**config.mk**
```make
export PLATFORM = sky130hd
export DESIGN_NAME = scan_seq
export DESIGN_NICKNAME = d
export VERILOG_FILES = /design/src/rtl/scan_seq.sv
export SDC_FILE = /design/constraint.sdc
export NUM_CORES = 1
export LEC_CHECK = 0
export BUFFER_PORTS_ARGS = -buffer_cell sky130_fd_sc_hd__buf_2
export CELL_PAD_IN_SITES_DETAIL_PLACEMENT = 0
export CELL_PAD_IN_SITES_GLOBAL_PLACEMENT = 2
export CORE_UTILIZATION = 31
export CTS_BUF_LIST = sky130_fd_sc_hd__clkbuf_2
export DETAILED_ROUTE_END_ITERATION = 16
export GPL_TIMING_DRIVEN = 0
export PLACE_DENSITY_LB_ADDON = 0.1
export SYNTH_ARGS = -nofsm -noshare
export SYNTH_HDL_FRONTEND = slang
export SYNTH_SLANG_ARGS = --single-unit
```
**constraint.sdc**
```tcl
create_clock -name clk -period 3.4 [get_ports clk]
set_input_delay 0.34 -clock clk [delete_from_list [all_inputs] [get_ports clk]]
set_output_delay 0.34 -clock clk [all_outputs]
set_load 0.05 [all_outputs]
```
**src/rtl/scan_seq.sv**
```systemverilog
module scan_seq #(
  parameter int ROWS = 8,
  parameter int COLS = 8,
  localparam int RW = $clog2(ROWS),
  localparam int CW = $clog2(COLS)
) (
  input  logic          clk,
  input  logic          rst_n,
  input  logic          start,
  input  logic          pix_en,
  input  logic [2:0]    mode,
  input  logic [RW-1:0] win_row,
  input  logic [CW-1:0] win_col,
  input  logic [RW:0]   win_h,
  input  logic [CW:0]   win_w,
  input  logic [RW-1:0] row_skip,
  input  logic [CW-1:0] col_skip,
  input  logic [RW-1:0] guide_rows,
  input  logic [RW-1:0] pick_row,
  input  logic [CW-1:0] pick_col,
  input  logic          pick_clear,
  output logic [RW-1:0] row_addr,
  output logic [CW-1:0] col_addr,
  output logic          pix_vld,
  output logic          pix_rst,
  output logic          win_tag,
  output logic          sof,
  output logic          eor,
  output logic          eof
);
  localparam logic [RW:0] RMAX = (RW+1)'(ROWS - 1);
  localparam logic [CW:0] CMAX = (CW+1)'(COLS - 1);

  logic          active, in_win, first, tail;
  logic [RW-1:0] rr, save_r, grp;
  logic [CW-1:0] cc;
  logic [2:0]    lm;
  logic [RW-1:0] lr0, lr1, lrs, ln;
  logic [CW-1:0] lc0, lc1, lcs;
  logic          lpk;

  // geometry captured at start, clipped to the array
  logic [RW:0] r_end, c_end;
  logic [RW-1:0] r_org, r_lim, p_row;
  logic [CW-1:0] c_org, c_lim, p_col;
  assign r_end = {1'b0, win_row} + ((win_h == '0) ? (RW+1)'(1) : win_h) - (RW+1)'(1);
  assign c_end = {1'b0, win_col} + ((win_w == '0) ? (CW+1)'(1) : win_w) - (CW+1)'(1);
  assign r_org = ({1'b0, win_row} > RMAX) ? RMAX[RW-1:0] : win_row;
  assign c_org = ({1'b0, win_col} > CMAX) ? CMAX[CW-1:0] : win_col;
  assign r_lim = (r_end > RMAX) ? RMAX[RW-1:0] : r_end[RW-1:0];
  assign c_lim = (c_end > CMAX) ? CMAX[CW-1:0] : c_end[CW-1:0];
  assign p_row = ({1'b0, pick_row} > RMAX) ? RMAX[RW-1:0] : pick_row;
  assign p_col = ({1'b0, pick_col} > CMAX) ? CMAX[CW-1:0] : pick_col;

  // current region
  logic emit, is_rnd, is_guide, use_win, use_sub;
  logic [RW-1:0] rhi, rs;
  logic [CW-1:0] clo, chi, cs;
  logic [RW:0] r_next;
  logic [CW:0] c_next;
  logic last_row, last_col, grp_hit, fin;

  assign emit     = active & pix_en;
  assign is_rnd   = (lm == 3'd4);
  assign is_guide = (lm == 3'd3);
  assign use_win  = in_win | (lm == 3'd1);
  assign use_sub  = (lm == 3'd2);
  assign rhi = use_win ? lr1 : RMAX[RW-1:0];
  assign clo = use_win ? lc0 : '0;
  assign chi = use_win ? lc1 : CMAX[CW-1:0];
  assign rs  = use_sub ? lrs : RW'(1);
  assign cs  = use_sub ? lcs : CW'(1);
  assign r_next   = {1'b0, rr} + {1'b0, rs};
  assign c_next   = {1'b0, cc} + {1'b0, cs};
  assign last_row = r_next > {1'b0, rhi};
  assign last_col = c_next > {1'b0, chi};
  assign grp_hit  = is_guide & ~in_win & (({1'b0, grp} + (RW+1)'(1)) == {1'b0, ln});
  assign fin = is_rnd | (last_row & last_col & (in_win ? tail : ~grp_hit));

  assign row_addr = rr;
  assign col_addr = cc;
  assign pix_vld  = emit & ~(is_rnd & lpk);
  assign pix_rst  = emit & is_rnd & lpk;
  assign win_tag  = emit & use_win;
  assign sof      = emit & first;
  assign eor      = emit & (is_rnd | last_col);
  assign eof      = emit & fin;

  always_ff @(posedge clk) begin
    if (!rst_n) begin
      active <= 1'b0; in_win <= 1'b0; first <= 1'b0; tail <= 1'b0;
      rr <= '0; cc <= '0; save_r <= '0; grp <= '0;
      lm <= '0; lr0 <= '0; lr1 <= '0; lrs <= '0; ln <= '0;
      lc0 <= '0; lc1 <= '0; lcs <= '0; lpk <= 1'b0;
    end else if (!active) begin
      if (start) begin
        active <= 1'b1; first <= 1'b1; in_win <= 1'b0; tail <= 1'b0; grp <= '0;
        lm  <= mode;
        lr0 <= r_org; lr1 <= r_lim; lc0 <= c_org; lc1 <= c_lim;
        lrs <= (row_skip == '0) ? RW'(1) : row_skip;
        lcs <= (col_skip == '0) ? CW'(1) : col_skip;
        ln  <= (guide_rows == '0) ? RW'(1) : guide_rows;
        lpk <= pick_clear;
        rr  <= (mode == 3'd4) ? p_row : (mode == 3'd1) ? r_org : '0;
        cc  <= (mode == 3'd4) ? p_col : (mode == 3'd1) ? c_org : '0;
      end
    end else if (pix_en) begin
      first <= 1'b0;
      if (fin) begin
        active <= 1'b0;
      end else if (!last_col) begin
        cc <= c_next[CW-1:0];
      end else if (grp_hit) begin
        in_win <= 1'b1; grp <= '0; tail <= last_row;
        save_r <= r_next[RW-1:0];
        rr <= lr0; cc <= lc0;
      end else if (in_win && last_row) begin
        in_win <= 1'b0; rr <= save_r; cc <= '0;
      end else begin
        rr <= r_next[RW-1:0]; cc <= clo;
        if (is_guide && !in_win) grp <= grp + RW'(1);
      end
    end
  end

  assert_strobes_exclusive_R9: assert property (@(posedge clk) disable iff (!rst_n)
    !(pix_vld && pix_rst));
  assert_addr_in_array_R9: assert property (@(posedge clk) disable iff (!rst_n)
    emit |-> ({1'b0, row_addr} <= RMAX && {1'b0, col_addr} <= CMAX));
  assert_hold_without_enable_R3: assert property (@(posedge clk) disable iff (!rst_n)
    (active && !pix_en) |=> ($stable(rr) && $stable(cc) && $stable(in_win) && active));
  assert_tag_inside_window_R4: assert property (@(posedge clk) disable iff (!rst_n)
    win_tag |-> (rr >= lr0 && rr <= lr1 && cc >= lc0 && cc <= lc1));
  assert_cfg_frozen_R8: assert property (@(posedge clk) disable iff (!rst_n)
    active |=> (!active || ($stable(lm) && $stable(lr0) && $stable(lr1) &&
                            $stable(lc0) && $stable(lc1) && $stable(lrs) && $stable(lcs))));
  assert_single_reset_marks_R7: assert property (@(posedge clk) disable iff (!rst_n)
    pix_rst |-> (sof && eor && eof));
  assert_sof_once_R2: assert property (@(posedge clk) disable iff (!rst_n)
    sof |=> !sof);
  assert_quiet_after_eof_R2: assert property (@(posedge clk) disable iff (!rst_n)
    eof |=> !(pix_vld || pix_rst));
endmodule

```
Yosys cells after proc, flatten, opt, wreduce, memory -nomap -nowiden. Index checks and enable logic that the tools add are counted.

Bits in registers: 41. Output and inout port bits: 12.

$add $sub $neg: 8. Order comparisons: 4. Eq/ne operators: 14. Mux-type cells: 58. Bitwise gates (word level): 21. Reduce and logical (&&, ||, !) cells: 17.

Operator list (number): 3-bit 2-to-1 mux (36); 1-bit 2-to-1 mux (20); 5-bit AND reduction (3); 1-bit AND (13); 3-bit zero test (3); 3-bit by 3-bit adder with 4-bit output (2); 3-bit by 4-bit adder with 4-bit output (2); 4-bit by 3-bit greater-than comparator with 1-bit output (2); 4-bit by 3-bit greater-than comparator with 1-bit output (second input constant) (2); 4-bit zero test (2); 4-bit 2-to-1 mux (2); 4-bit by 1-bit subtractor with 4-bit output (second input constant) (2); 3-bit by 1-bit == test with 1-bit output (second input constant) (2); 3-bit by 2-bit == test with 1-bit output (second input constant) (2); 3-bit == test (second input constant) (2); 3-bit by 1-bit inequality test with 1-bit output (second input constant) (2); 6-bit AND reduction (1); 1-bit inverter (5); 3-bit by 1-bit adder with 4-bit output (second input constant) (1); 4-bit by 3-bit == test with 1-bit output (1); 2-bit by 1-bit inequality test with 1-bit output (second input constant) (2); 2-bit inequality test (second input constant) (2); 2-bit AND reduction (2); 4-bit AND reduction (1); other kinds (7) (10).

Longest topological paths before layout. Gate-level depths: netlist (run 1).

Depth after elaboration: 11. Depth in mapped cells: 13.

Least setup slack after synthesis (run 1). No wires, ideal clock.

Kind: register to output. From: register lm[1]. To: output port eof. Data arrival time: 3.175 ns. Setup slack: -0.115 ns. Stages on the path, launching flop included: 11. Cells stage by stage: dfxtp_1 -> nor3b_1 -> nand2_1 -> fa_1 -> xnor2_1 -> ha_1 -> and3_1 -> a21oi_1 -> o22a_1 -> a31oi_1 -> nor2_1.

Cells in the longest elaborated chain, start to end: 8. Elaborated cells between the ends (all ways): 21. Those cells by class: add/sub (2); order compare (2); eq/ne (4); mux (5); bitwise (8).

Ends and longest elaborated chain: start, declared (RTL line 37) `logic [2:0] lm;`; start signal, assigned (RTL line 98) `lm <= mode;`; 3-bit by 2-bit == test with 1-bit output (RTL line 67) `assign use_sub = (lm == 3'd2);`; 3-bit 2-to-1 mux (RTL line 71) `assign rs = use_sub ? lrs : RW'(1);`; 3-bit by 3-bit adder with 4-bit output (RTL line 73) `assign r_next = {1'b0, rr} + {1'b0, rs};`; named net r_next[2] (RTL line 59) `logic [RW:0] r_next;`; 4-bit by 3-bit greater-than comparator with 1-bit output (RTL line 75) `assign last_row = r_next > {1'b0, rhi};`; 1-bit AND (2 in series) (RTL line 78) `assign fin = is_rnd | (last_row & last_col & (in_win ? tail : ~grp_hit));`; 1-bit OR (RTL line 78); 1-bit AND (RTL line 87) `assign eof = emit & fin;`; end, declared (RTL line 29) `output logic eof`.

The timed path passes the listed nets, and every way through them passes these cells.

Final worst setup path (run 1).
From: register lm[0]. To: output port eof.

Cells in the longest elaborated chain, start to end: 8. Elaborated cells between the ends (all ways): 21. Those cells by class: add/sub (2); order compare (2); eq/ne (4); mux (5); bitwise (8).

Ends and longest elaborated chain (RTL line): 3-bit by 2-bit == test with 1-bit output, or another cell as far along (67); 3-bit 2-to-1 mux, or another cell as far along (71); 3-bit by 3-bit adder with 4-bit output, or another cell as far along (73); 4-bit by 3-bit greater-than comparator with 1-bit output, or another cell as far along (75); 1-bit AND / 1-bit 2-to-1 mux (equally long branches) (78); 1-bit AND (78); 1-bit OR (*) (78); 1-bit AND (*) (87).

Every way passes the cells marked *; elsewhere a longest branch is shown, timed or not.

==> run summary, run 1 <==
Result of the run: complete, but fails checks
Violated checks: negative setup slack
Min Tclk post-route: 3.51 ns
Overall overflow remaining after global route: 0
Number of nets in the final layout: 465
Iter 0 DRT Violations: 92
DP HPWL: 6420 um
Cells taking the most area after synthesis: sky130_fd_sc_hd__dfxtp_1, sky130_fd_sc_hd__ha_1, sky130_fd_sc_hd__nand2_1, sky130_fd_sc_hd__a21oi_1, sky130_fd_sc_hd__inv_1
Count of cell types in the netlist: 57
Setup repair after global routing missed its margin: true
Top delay family on crit path: adder cells
Synth cell count leaders: sky130_fd_sc_hd__nand2_1, sky130_fd_sc_hd__dfxtp_1, sky130_fd_sc_hd__inv_1
Fillers: 885
1st-pass router iterations: 4
Instance count of the mapped netlist: 323
Critical path depth in cells: 14
Final Hold Violating Endpoints: 0
Max VDD drop: 0.108 mV
Largest family of logic cells by synthesized area: compound AO/OA/AOI/OAI gates
Die Height: 94.8 um
Synth Area in XOR/XNOR: 3.89%
Die boundary width: 94.8 um
Detail Route Antenna Nets: 0
Number of nets in the synthesized netlist: 385
Tcrit/Tclk final: 103%
Max Slew Vio Count: 0
Worst min-delay path category: in2reg
Buffer type at the clock tree root: sky130_fd_sc_hd__clkbuf_2
Buffer levels on the longest clock path: 2
Fraction of registers with async set or reset after synthesis: 0%
Required time of the critical path: 3.06 ns
Length in cells of the worst reg-to-reg path: 16
Maximum number of pins on one net before global-route repair: 14
CTS clk-pin slew, worst paths: 0.23 ns
Number of H-tree levels: 2
PnR worst setup slack: -0.109 ns
Complex-gate fraction of the synthesized area: 24.1%
Combined area of all synthesized cells: 2670 um2
I/O pin count: 49
FF+latch area: 830 um2
Critical Path Sink Type: output pin
Crit path largest cell delay: 0.44 ns
Routed vias: 2567
WS Path Type: reg2out
Layout overhead on the synthesized area: 34.3%
Footprint of the multi-input gates: 1960 um2
Synthesized flop and latch total: 41
Yosys synthesis warning count: 0
Power density over cell area: 337 nW/um2
Worst slack on hold paths: 0.139 ns
Count leader, synth: sky130_fd_sc_hd__nand2_1
Final estimated routing congestion in global placement: 0.781
Area of the die: 8980 um2
Worst-margin pin slew: 0.893 ns
Clock tree from TritonCTS: done
Ratio of cells with drive above 1 in the final layout: 35.1%
Highest net fanout along the worst path: 5
Crit start category: register
Power, Total: 1.21 mW
Number of synthesized flops with an enable pin: 0
Sequential-to-total area share from yosys stat: 30.8%
Dominant synthesized flop cell: sky130_fd_sc_hd__dfxtp_1
Number of remaining DRC errors: 0
Highest attainable clock frequency: 285 MHz
Slowest library cell on the worst path: sky130_fd_sc_hd__fa_2
Average footprint of a synthesized cell: 8.26 um2
FP Rows: 33
Max-Cap Viols: 0
Antenna cells: 0
Number of global-route vias before repair: 2483
Number of setup violations in the final report: 4
Slew HR: 40.3%
Multiplexer fraction of the synthesized cell area: 1.22%
Leakage power: 1.53 nW
Hold Path Stages: 3
Port buffer count: 48
Post-Route WL: 8490 um
Number of antenna violations at the first check in global routing: 0
Number of CTS-inserted buffers: 5
First-pass GRT wire length: 13200 um
Worst Path Arrival: 3.17 ns
Clock sink count: 41
Cell type contributing the most total cell area after synthesis: sky130_fd_sc_hd__dfxtp_1
Source-to-sink clock delay at the later pin of the worst-skew pair: 0.42 ns
Worst-case clock skew: 0.0246 ns
Starting utilization of the core area: 32.3%
Global Route Usage Sum: 19.8%
Share of the synthesized area in the top cell type: 30.8%
Core footprint: 8260 um2
Simple-Gate Fraction of Synth Area: 20.7%
WL per Instance: 16.7 um
Cell chain of the critical path: nor3b_4, buf_4, buf_6, nand2b_4, ha_4, inv_2, fa_2, inv_2, ha_4, a211oi_4, o21ai_4, a31oi_4, nor2_2, buf_6
Synthesized-area fraction occupied by adder cells: 12.8%
Via density: 5.04
Crit path buf inv count: 5
-- layout make-up --
class,count,share of cell area [%]
buffer,11,1.15
clock buffer,6,0.838
clock inverter,2,0.419
inverter,35,3.67
multi-input combinational,236,54.6
sequential,41,23.1
tap,105,3.67
timing repair buffer,73,12.5
-- path summary, 6_finish.rpt --
kind                    start     end  slack (ns)
setup / recovery        lm[0]     eof       -0.11
hold / removal    col_skip[0]  lcs[0]        0.14
setup reg to reg        lm[0]  grp[2]       -0.04
hold reg to reg        lr0[0]  lr0[0]        0.48
-- state kept, by name, summed over array words and instances, names as in the netlist, 3 cells and up --
signal / cells
save_r: 3
lcs: 3
lr0: 3
grp: 3
lr1: 3
col_addr: 3
lm: 3
lrs: 3
row_addr: 3
lc1: 3
ln: 3
lc0: 3
-- routing by layer --
| layer | global-route usage [%] | up-vias | share of wire [%] |
|---|---|---|---|
| li1 | - | 1300 | - |
| met3 | 3.46 | 9 | 5.7 |
| met5 | 0 | - | 0 |
| met4 | 4.29 | 0 | 0.92 |
| met2 | 31.2 | 82 | 45 |
| met1 | 28.1 | 1176 | 48 |
-- cells by family after synthesis --
| group | after synthesis |
|---|---|
| AO/OA/AOI/OAI | 87 |
| multiplexers | 3 |
| AND/OR/NAND/NOR | 113 |
| buffers and inverters | 46 |
| XOR/XNOR | 8 |
| adder cells (fa/ha/maj) | 25 |
| flip-flops | 41 |
-- placed cells by master, fill, tap and decap left out, types with 3 or more instances in the layout --
cell,synthesis,routed
sky130_fd_sc_hd__nor2_1,22,21
sky130_fd_sc_hd__nand2_1,55,53
sky130_fd_sc_hd__o21ai_0,8,7
sky130_fd_sc_hd__a32oi_1,5,5
sky130_fd_sc_hd__buf_6,0,4
sky130_fd_sc_hd__or2_2,3,3
sky130_fd_sc_hd__inv_1,35,31
sky130_fd_sc_hd__a211oi_1,4,3
sky130_fd_sc_hd__clkbuf_1,11,11
sky130_fd_sc_hd__o22ai_1,7,4
sky130_fd_sc_hd__ha_4,0,5
sky130_fd_sc_hd__a21oi_1,27,25
sky130_fd_sc_hd__dfxtp_1,41,38
sky130_fd_sc_hd__clkbuf_2,0,6
sky130_fd_sc_hd__buf_4,0,23
sky130_fd_sc_hd__o221a_2,4,4
sky130_fd_sc_hd__ha_1,21,15
sky130_fd_sc_hd__a22o_1,5,5
sky130_fd_sc_hd__buf_2,0,46
sky130_fd_sc_hd__nor2b_1,3,3
sky130_fd_sc_hd__nor3_1,6,6
sky130_fd_sc_hd__inv_2,0,4
-- report_power, final --
group	internal (mW)	total (mW)	switching, mW
registers	0.511	0.538	0.0266
clock network	0.0530	0.235	0.182
logic	0.195	0.436	0.241
total	0.760	1.21	0.449
-- per-stage QoR --
step	setup TNS [ns]	std cells	utilization [%]	setup WS (ns)	instance area, um2
detailed placement	-7.71	476	36.8	-0.738	3040
CTS	-0.290	502	40.8	-0.158	3370
global route	-1.43	509	43.4	-0.265	3580
global placement	-6.98	476	36.8	-0.701	3040
floorplan	0	323	-	0.0223	2670
finish	-0.250	509	43.4	-0.109	3580
-- tightest hold or removal path: stages --
cell and delay, ns:
sky130_fd_sc_hd__buf_2 0.07, sky130_fd_sc_hd__o22ai_1 0.05, sky130_fd_sc_hd__nor2_1 0.07
-- timing repair --
item	4_1_cts	5_1_grt
hold buffers	0	0
buffers inserted	18	10
hold endpoints to repair	0	0
pin swaps	22	23
endpoints found under the setup margin	17	16
resized for setup	35	25
(Power assumes the default switching activity.)
==> inputs of run 2 (changes only) <==
- PLACE_DENSITY_LB_ADDON: 0.1 -> 0.3
- TNS_END_PERCENT: not set -> 10
==> run 2 against run 1 <==
The run still ends with negative setup slack left. Critical path depth fell by 1. Global-route usage decreased by 0.38 points. Non-clock buffer count down 9. Register-to-register slack improved by 0.04 ns. Wire length down 4.5%. Largest cell class unchanged. Largest power group unchanged. Highest routed layer unchanged.
==> run summary, run 2 (synthesis gave the netlist of run 1 again) <==
Result of the run: complete, but fails checks (unchanged)
Violated checks: negative setup slack (unchanged)
Worst-margin pin slew: 0.927 ns (was 0.893 ns)
Worst slack on hold paths: 0.134 ns (was 0.139 ns)
Die boundary width: 94.8 um (unchanged)
Overall overflow remaining after global route: 0 (unchanged)
Crit start category: register (unchanged)
Maximum number of pins on one net before global-route repair: 14 (unchanged)
Layout overhead on the synthesized area: 27.3% (was 34.3%)
Number of setup violations in the final report: 2 (was 4)
Iter 0 DRT Violations: 118 (was 92)
Area of the die: 8980 um2 (unchanged)
Final estimated routing congestion in global placement: 0.765 (was 0.781)
Power density over cell area: 360 nW/um2 (was 337 nW/um2)
Min Tclk post-route: 3.48 ns (was 3.51 ns)
Setup repair after global routing missed its margin: true (unchanged)
Number of global-route vias before repair: 2463 (was 2483)
Clock sink count: 41 (unchanged)
Antenna cells: 0 (unchanged)
Worst min-delay path category: in2reg (unchanged)
Via density: 5.07 (was 5.04)
Die Height: 94.8 um (unchanged)
First-pass GRT wire length: 13100 um (was 13200 um)
Number of remaining DRC errors: 0 (unchanged)
Buffer levels on the longest clock path: 2 (unchanged)
Port buffer count: 48 (unchanged)
Highest attainable clock frequency: 287 MHz (was 285 MHz)
I/O pin count: 49 (unchanged)
Routed vias: 2537 (was 2567)
WS Path Type: reg2out (unchanged)
Buffer type at the clock tree root: sky130_fd_sc_hd__clkbuf_2 (unchanged)
Tcrit/Tclk final: 102% (was 103%)
Highest net fanout along the worst path: 4 (was 5)
Leakage power: 1.47 nW (was 1.53 nW)
Starting utilization of the core area: 32.3% (unchanged)
Sum Neg Setup Slack: -0.116 ns (was -0.250 ns)
Footprint of the multi-input gates: 1820 um2 (was 1960 um2)
Worst-case clock skew: 0.0288 ns (was 0.0246 ns)
Required time of the critical path: 3.06 ns (about the same)
Commonest non-fill, non-tap cell in the layout: sky130_fd_sc_hd__nand2_1 (unchanged)
Max VDD drop: 0.167 mV (was 0.108 mV)
CTS clk-pin slew, worst paths: 0.22 ns (was 0.23 ns)
Source-to-sink clock delay at the later pin of the worst-skew pair: 0.42 ns (about the same)
DP HPWL: 6240 um (was 6420 um)
Clock tree from TritonCTS: done (unchanged)
Fillers: 893 (was 885)
Number of H-tree levels: 2 (unchanged)
Max Slew Vio Count: 0 (unchanged)
Number of nets in the final layout: 456 (was 465)
Commonest cells after routing, fill and taps aside: sky130_fd_sc_hd__nand2_1, sky130_fd_sc_hd__buf_2, sky130_fd_sc_hd__dfxtp_1 (unchanged)
PnR worst setup slack: -0.0831 ns (was -0.109 ns)
Total of hold buffers inserted after clock tree synthesis: 0 (unchanged)
Number of antenna violations at the first check in global routing: 0 (unchanged)
Ratio of cells with drive above 1 in the final layout: 30.6% (was 35.1%)
Critical Path Sink Type: output pin (unchanged)
Max-Cap Viols: 0 (unchanged)
FF+latch area: 830 um2 (unchanged)
FP Rows: 33 (unchanged)
1st-pass router iterations: 4 (unchanged)
Worst Path Arrival: 3.14 ns (was 3.17 ns)
Final Hold Violating Endpoints: 0 (unchanged)
Post-Route WL: 8110 um (was 8490 um)
Slew HR: 38.1% (was 40.3%)
Core footprint: 8260 um2 (unchanged)
WL per Instance: 16.2 um (was 16.7 um)
Number of CTS-inserted buffers: 5 (unchanged)
Global Route Usage Sum: 19.5% (was 19.8%)
Detail Route Antenna Nets: 0 (unchanged)
-- run 2: critical path, cell delays in order (launching register included) --
cell and delay, ns:
sky130_fd_sc_hd__dfxtp_4 0.41, sky130_fd_sc_hd__nor3b_4 0.30, sky130_fd_sc_hd__buf_6 0.15, sky130_fd_sc_hd__nand2b_1 0.07, sky130_fd_sc_hd__ha_2 0.18, sky130_fd_sc_hd__inv_2 0.06
sky130_fd_sc_hd__fa_2 0.42, sky130_fd_sc_hd__inv_2 0.10, sky130_fd_sc_hd__ha_4 0.21, sky130_fd_sc_hd__a211oi_4 0.29, sky130_fd_sc_hd__o21ai_4 0.12, sky130_fd_sc_hd__a31oi_4 0.19
sky130_fd_sc_hd__nor2_4 0.05, sky130_fd_sc_hd__buf_6 0.17
-- run 2: worst paths after layout --
path | start | to | slack (ns) | depth (start not counted)
worst max-delay path | lm[0] | eof | -0.08 | 13
worst min-delay path | pick_clear | lpk | 0.13 | 3
worst max register to register | lm[0] | grp[2] | 0 | 15
worst min register to register | lr0[2] | lr0[2] | 0.47 | 2
-- run 2: final cells by class --
| type | instances | area share (%) |
|---|---|---|
| sequential | 41 | 24.4 |
| buffer | 11 | 1.22 |
| inverter | 35 | 3.87 |
| timing repair buffer | 64 | 11.1 |
| tap | 105 | 3.87 |
| clock buffer | 5 | 0.736 |
| multi-input combinational | 236 | 53.6 |
| clock inverter | 3 | 1.22 |
-- run 2: what timing repair did --
| item | CTS | global route |
|---|---|---|
| setup buffers | 10 | 6 |
| gates resized for setup | 32 | 9 |
| setup endpoints to repair | 17 | 11 |
| pin swaps | 13 | 11 |
-- run 2: power breakdown --
part / internal [mW] / switching [mW] / total [mW]
sequential: 0.511 / 0.0256 / 0.537
clock: 0.121 / 0.172 / 0.294
combinational: 0.166 / 0.226 / 0.392
-- run 2: through the flow --
stage	cell area, um2	util (%)	std cells	total power, mW	setup slack (ns)
floorplan	2670	-	323	0.761	0.0223
global placement	3040	36.8	476	0.858	-0.651
detailed placement	3040	36.8	476	0.863	-0.657
CTS	3310	40.1	494	1.20	-0.116
global route	3400	41.2	500	1.29	-0.247
finish	3400	41.2	500	1.22	-0.0831
-- run 2: routing by layer --
layer | track usage [%] | routed length (um) | vias to the layer above
met5 | 0 | 0 | -
met2 | 31.6 | 3740 | 59
met4 | 5.05 | 129 | 0
met3 | 2.66 | 280 | 10
li1 | - | - | 1278
met1 | 26.9 | 3960 | 1190
==> inputs of run 3 (changes only) <==
- BUFFER_PORTS_ARGS: -buffer_cell sky130_fd_sc_hd__buf_2 -> not set
- CORE_UTILIZATION: 31 -> 35
- DONT_BUFFER_PORTS: not set -> 1
==> run 3 against run 2 <==
The run still ends with negative setup slack left. Non-clock buffer count is 53 lower. Global-route usage is 1.1 points higher. Total power is 1.6% higher. Wire length is 5.1% lower. Highest routed layer unchanged. Clock skew is 0.0059 ns higher. Critical path depth is 1 lower. Design area is 7.5% lower. Clock-buffer cell count stayed put.
==> run summary, run 3 (synthesis gave the netlist of run 1 again) <==
Result of the run: complete, but fails checks (unchanged)
Violated checks: negative setup slack (unchanged)
Routed wl met3: 387 um (was 280 um)
Length in cells of the worst reg-to-reg path: 14 (was 15)
Top Layer Used: met4 (unchanged)
Antenna cells: 0 (unchanged)
Sequential share of power: 45.1% (was 43.9%)
Final Hold Violating Endpoints: 0 (unchanged)
Iter 0 DRT Violations: 106 (was 118)
Met1 layer wirelength in the final routing: 3840 um (was 3960 um)
Combinational share of power: 25.1% (was 32.1%)
Ratio of cells with drive above 1 in the final layout: 20.2% (was 30.6%)
Terminating pin of the worst hold path: lcs[2] (was lpk)
Overall overflow remaining after global route: 0 (unchanged)
Switching component of the power: 0.404 mW (was 0.423 mW)
Worst-case register-to-register setup slack: -0.03 ns (was 0 ns)
Leakage power: 1.25 nW (was 1.47 nW)
First-pass GRT wire length: 12000 um (was 13100 um)
Worst min-delay path category: in2reg (unchanged)
Number of remaining DRC errors: 0 (unchanged)
Power, Total: 1.24 mW (was 1.22 mW)
Maximum number of pins on one net before global-route repair: 14 (unchanged)
Detail Route Antenna Nets: 0 (unchanged)
Clock sink count: 41 (unchanged)
Startpoint of the worst register-to-register path: lm[0] (unchanged)
Hold Path Stages: 2 (was 3)
Die boundary width: 89.3 um (was 94.8 um)
Highest attainable clock frequency: 285 MHz (was 287 MHz)
HP Start: col_skip[2] (was pick_clear)
Critical Path Sink Type: output pin (unchanged)
WS Path Type: reg2out (unchanged)
Port buffer count: 0 (was 48)
Clock tree from TritonCTS: done (unchanged)
Clock group share of total power: 29.8% (was 24.0%)
Fillers: 741 (was 893)
Tcrit/Tclk final: 103% (was 102%)
Via density: 5.30 (was 5.07)
CTS clk-pin slew, worst paths: 0.25 ns (was 0.22 ns)
PnR worst setup slack: -0.114 ns (was -0.0831 ns)
Buffer levels on the longest clock path: 2 (unchanged)
Crit start category: register (unchanged)
Worst Path Arrival: 3.17 ns (was 3.14 ns)
Slowest library cell on the worst path: sky130_fd_sc_hd__fa_2 (unchanged)
FP Rows: 31 (was 33)
1st-pass router iterations: 4 (unchanged)
Slew HR: 31.9% (was 38.1%)
Layout overhead on the synthesized area: 17.8% (was 27.3%)
Max Slew Vio Count: 0 (unchanged)
Reg-to-Reg End: grp[2] (unchanged)
Number of CTS-inserted buffers: 5 (unchanged)
Area of the die: 7980 um2 (was 8980 um2)
Required time of the critical path: 3.06 ns (about the same)
Number of antenna violations at the first check in global routing: 0 (unchanged)
Cell chain of the critical path: nor3b_4, nand2b_1, ha_2, inv_2, fa_2, inv_2, ha_4, and3_4, a21oi_4, o22a_1, a31oi_4, nor2_4 (was nor3b_4, buf_6, nand2b_1, ha_2, inv_2, fa_2, inv_2, ha_4, a211oi_4, o21ai_4, a31oi_4, nor2_4, buf_6)
DP HPWL: 6020 um (was 6240 um)
Buffer type at the clock tree root: sky130_fd_sc_hd__clkbuf_2 (unchanged)
Number of H-tree levels: 2 (unchanged)
Routed vias: 2338 (was 2537)
Worst-margin pin slew: 1.03 ns (was 0.927 ns)
Max-Cap Viols: 0 (unchanged)
Worst-case clock skew: 0.0347 ns (was 0.0288 ns)
Source-to-sink clock delay at the later pin of the worst-skew pair: 0.42 ns (about the same)
Global Route Usage Sum: 20.5% (was 19.5%)
Starting utilization of the core area: 36.4% (was 32.3%)
Number of nets in the final layout: 403 (was 456)
Crit path largest cell delay: 0.46 ns (was 0.42 ns)
Min Tclk post-route: 3.51 ns (was 3.48 ns)
Setup repair after global routing missed its margin: true (unchanged)
Core occupancy in the finished layout: 42.9% (was 41.2%)
Final estimated routing congestion in global placement: 0.834 (was 0.765)
Number of setup violations in the final report: 3 (was 2)
Commonest non-fill, non-tap cell in the layout: sky130_fd_sc_hd__nand2_1 (unchanged)
Power density over cell area: 395 nW/um2 (was 360 nW/um2)
Highest net fanout along the worst path: 5 (was 4)
Die Height: 89.3 um (was 94.8 um)
I/O pin count: 49 (unchanged)
Commonest cells after routing, fill and taps aside: sky130_fd_sc_hd__nand2_1, sky130_fd_sc_hd__dfxtp_1, sky130_fd_sc_hd__inv_1 (was sky130_fd_sc_hd__nand2_1, sky130_fd_sc_hd__buf_2, sky130_fd_sc_hd__dfxtp_1)
Max VDD drop: 0.187 mV (was 0.167 mV)
Post-Route WL: 7690 um (was 8110 um)
WL per Instance: 17.4 um (was 16.2 um)
Number of global-route vias before repair: 2264 (was 2463)
P_int: 0.839 mW (was 0.799 mW)
Routed wire length on met2: 3390 um (was 3740 um)
Most frequent cell on the critical path: sky130_fd_sc_hd__inv_2
Switch share: 32.5% (was 34.6%)
Core footprint: 7330 um2 (was 8260 um2)
run 3: worst max path at each step:
| stage | startpoint | end | slack, ns | cells past startpoint |
|---|---|---|---|---|
| floorplan | lm[1] | grp[2] | 0.02 | 11 |
| global placement | lm[1] | grp[2] | -0.72 | 11 |
| finish | lm[0] | eof | -0.11 | 12 |
| CTS | lm[2] | eof | -0.22 | 12 |
| detailed placement | lm[1] | grp[2] | -0.73 | 11 |
| global route | lm[0] | eof | -0.29 | 12 |
run 3: final cells by class:
class                      count  area (um2)  share of cell area, %
clock buffer                   5        25.0                  0.796
tap                           99         124                   3.94
timing repair buffer          11        87.6                   2.79
inverter                      35         131                   4.18
buffer                        11        41.3                   1.31
sequential                    41         833                   26.5
multi-input combinational    236        1840                   58.4
clock inverter                 3        65.1                   2.07
run 3: metal layers:
metal / up-vias / GRT usage (%)
met1: 1082 / 29.0
met4: 0 / 4.62
li1: 1174 / -
met5: - / 0
met2: 74 / 32.1
met3: 8 / 4.34
run 3: repair_timing:
action / in CTS / in global routing
resized for setup: 29 / 10
setup endpoints to repair: 17 / 16
hold endpoints to repair: 1 / 1
pin swaps: 11 / 7
hold buffers: 1 / 1
setup buffers: 8 / 1
run 3: power by group through the flow:
stage          registers, mW  clock network [mW]  logic [mW]
5_1_grt                0.565               0.392       0.346
2_1_floorplan          0.561                   0       0.200
3_3_place_gp           0.569                   0       0.255
4_1_cts                0.561               0.381       0.298
6_report               0.560               0.370       0.312
3_5_place_dp           0.570                   0       0.257
run 3: worst max-delay path, delay by kind of cell (launching register included):
kind,cells,cell delay (ns)
adders and majority gates,3,0.85
buffers and inverters,2,0.14
AOI/OAI and AO/OA,3,0.45
and+or+nand+nor,4,0.92
DFF,1,0.41
run 3: metrics by stage:
stage	cells	area [um2]	setup TNS, ns	worst slack [ns]	hold WS, ns
3_3_place_gp	422	2800	-7.82	-0.719	0.443
6_report	441	3140	-0.177	-0.114	0.0210
2_1_floorplan	323	2670	0	0.0223	0.432
5_1_grt	441	3140	-0.877	-0.288	0.000864
4_1_cts	439	3080	-0.583	-0.215	0.00112
3_5_place_dp	422	2800	-8.43	-0.734	0.450
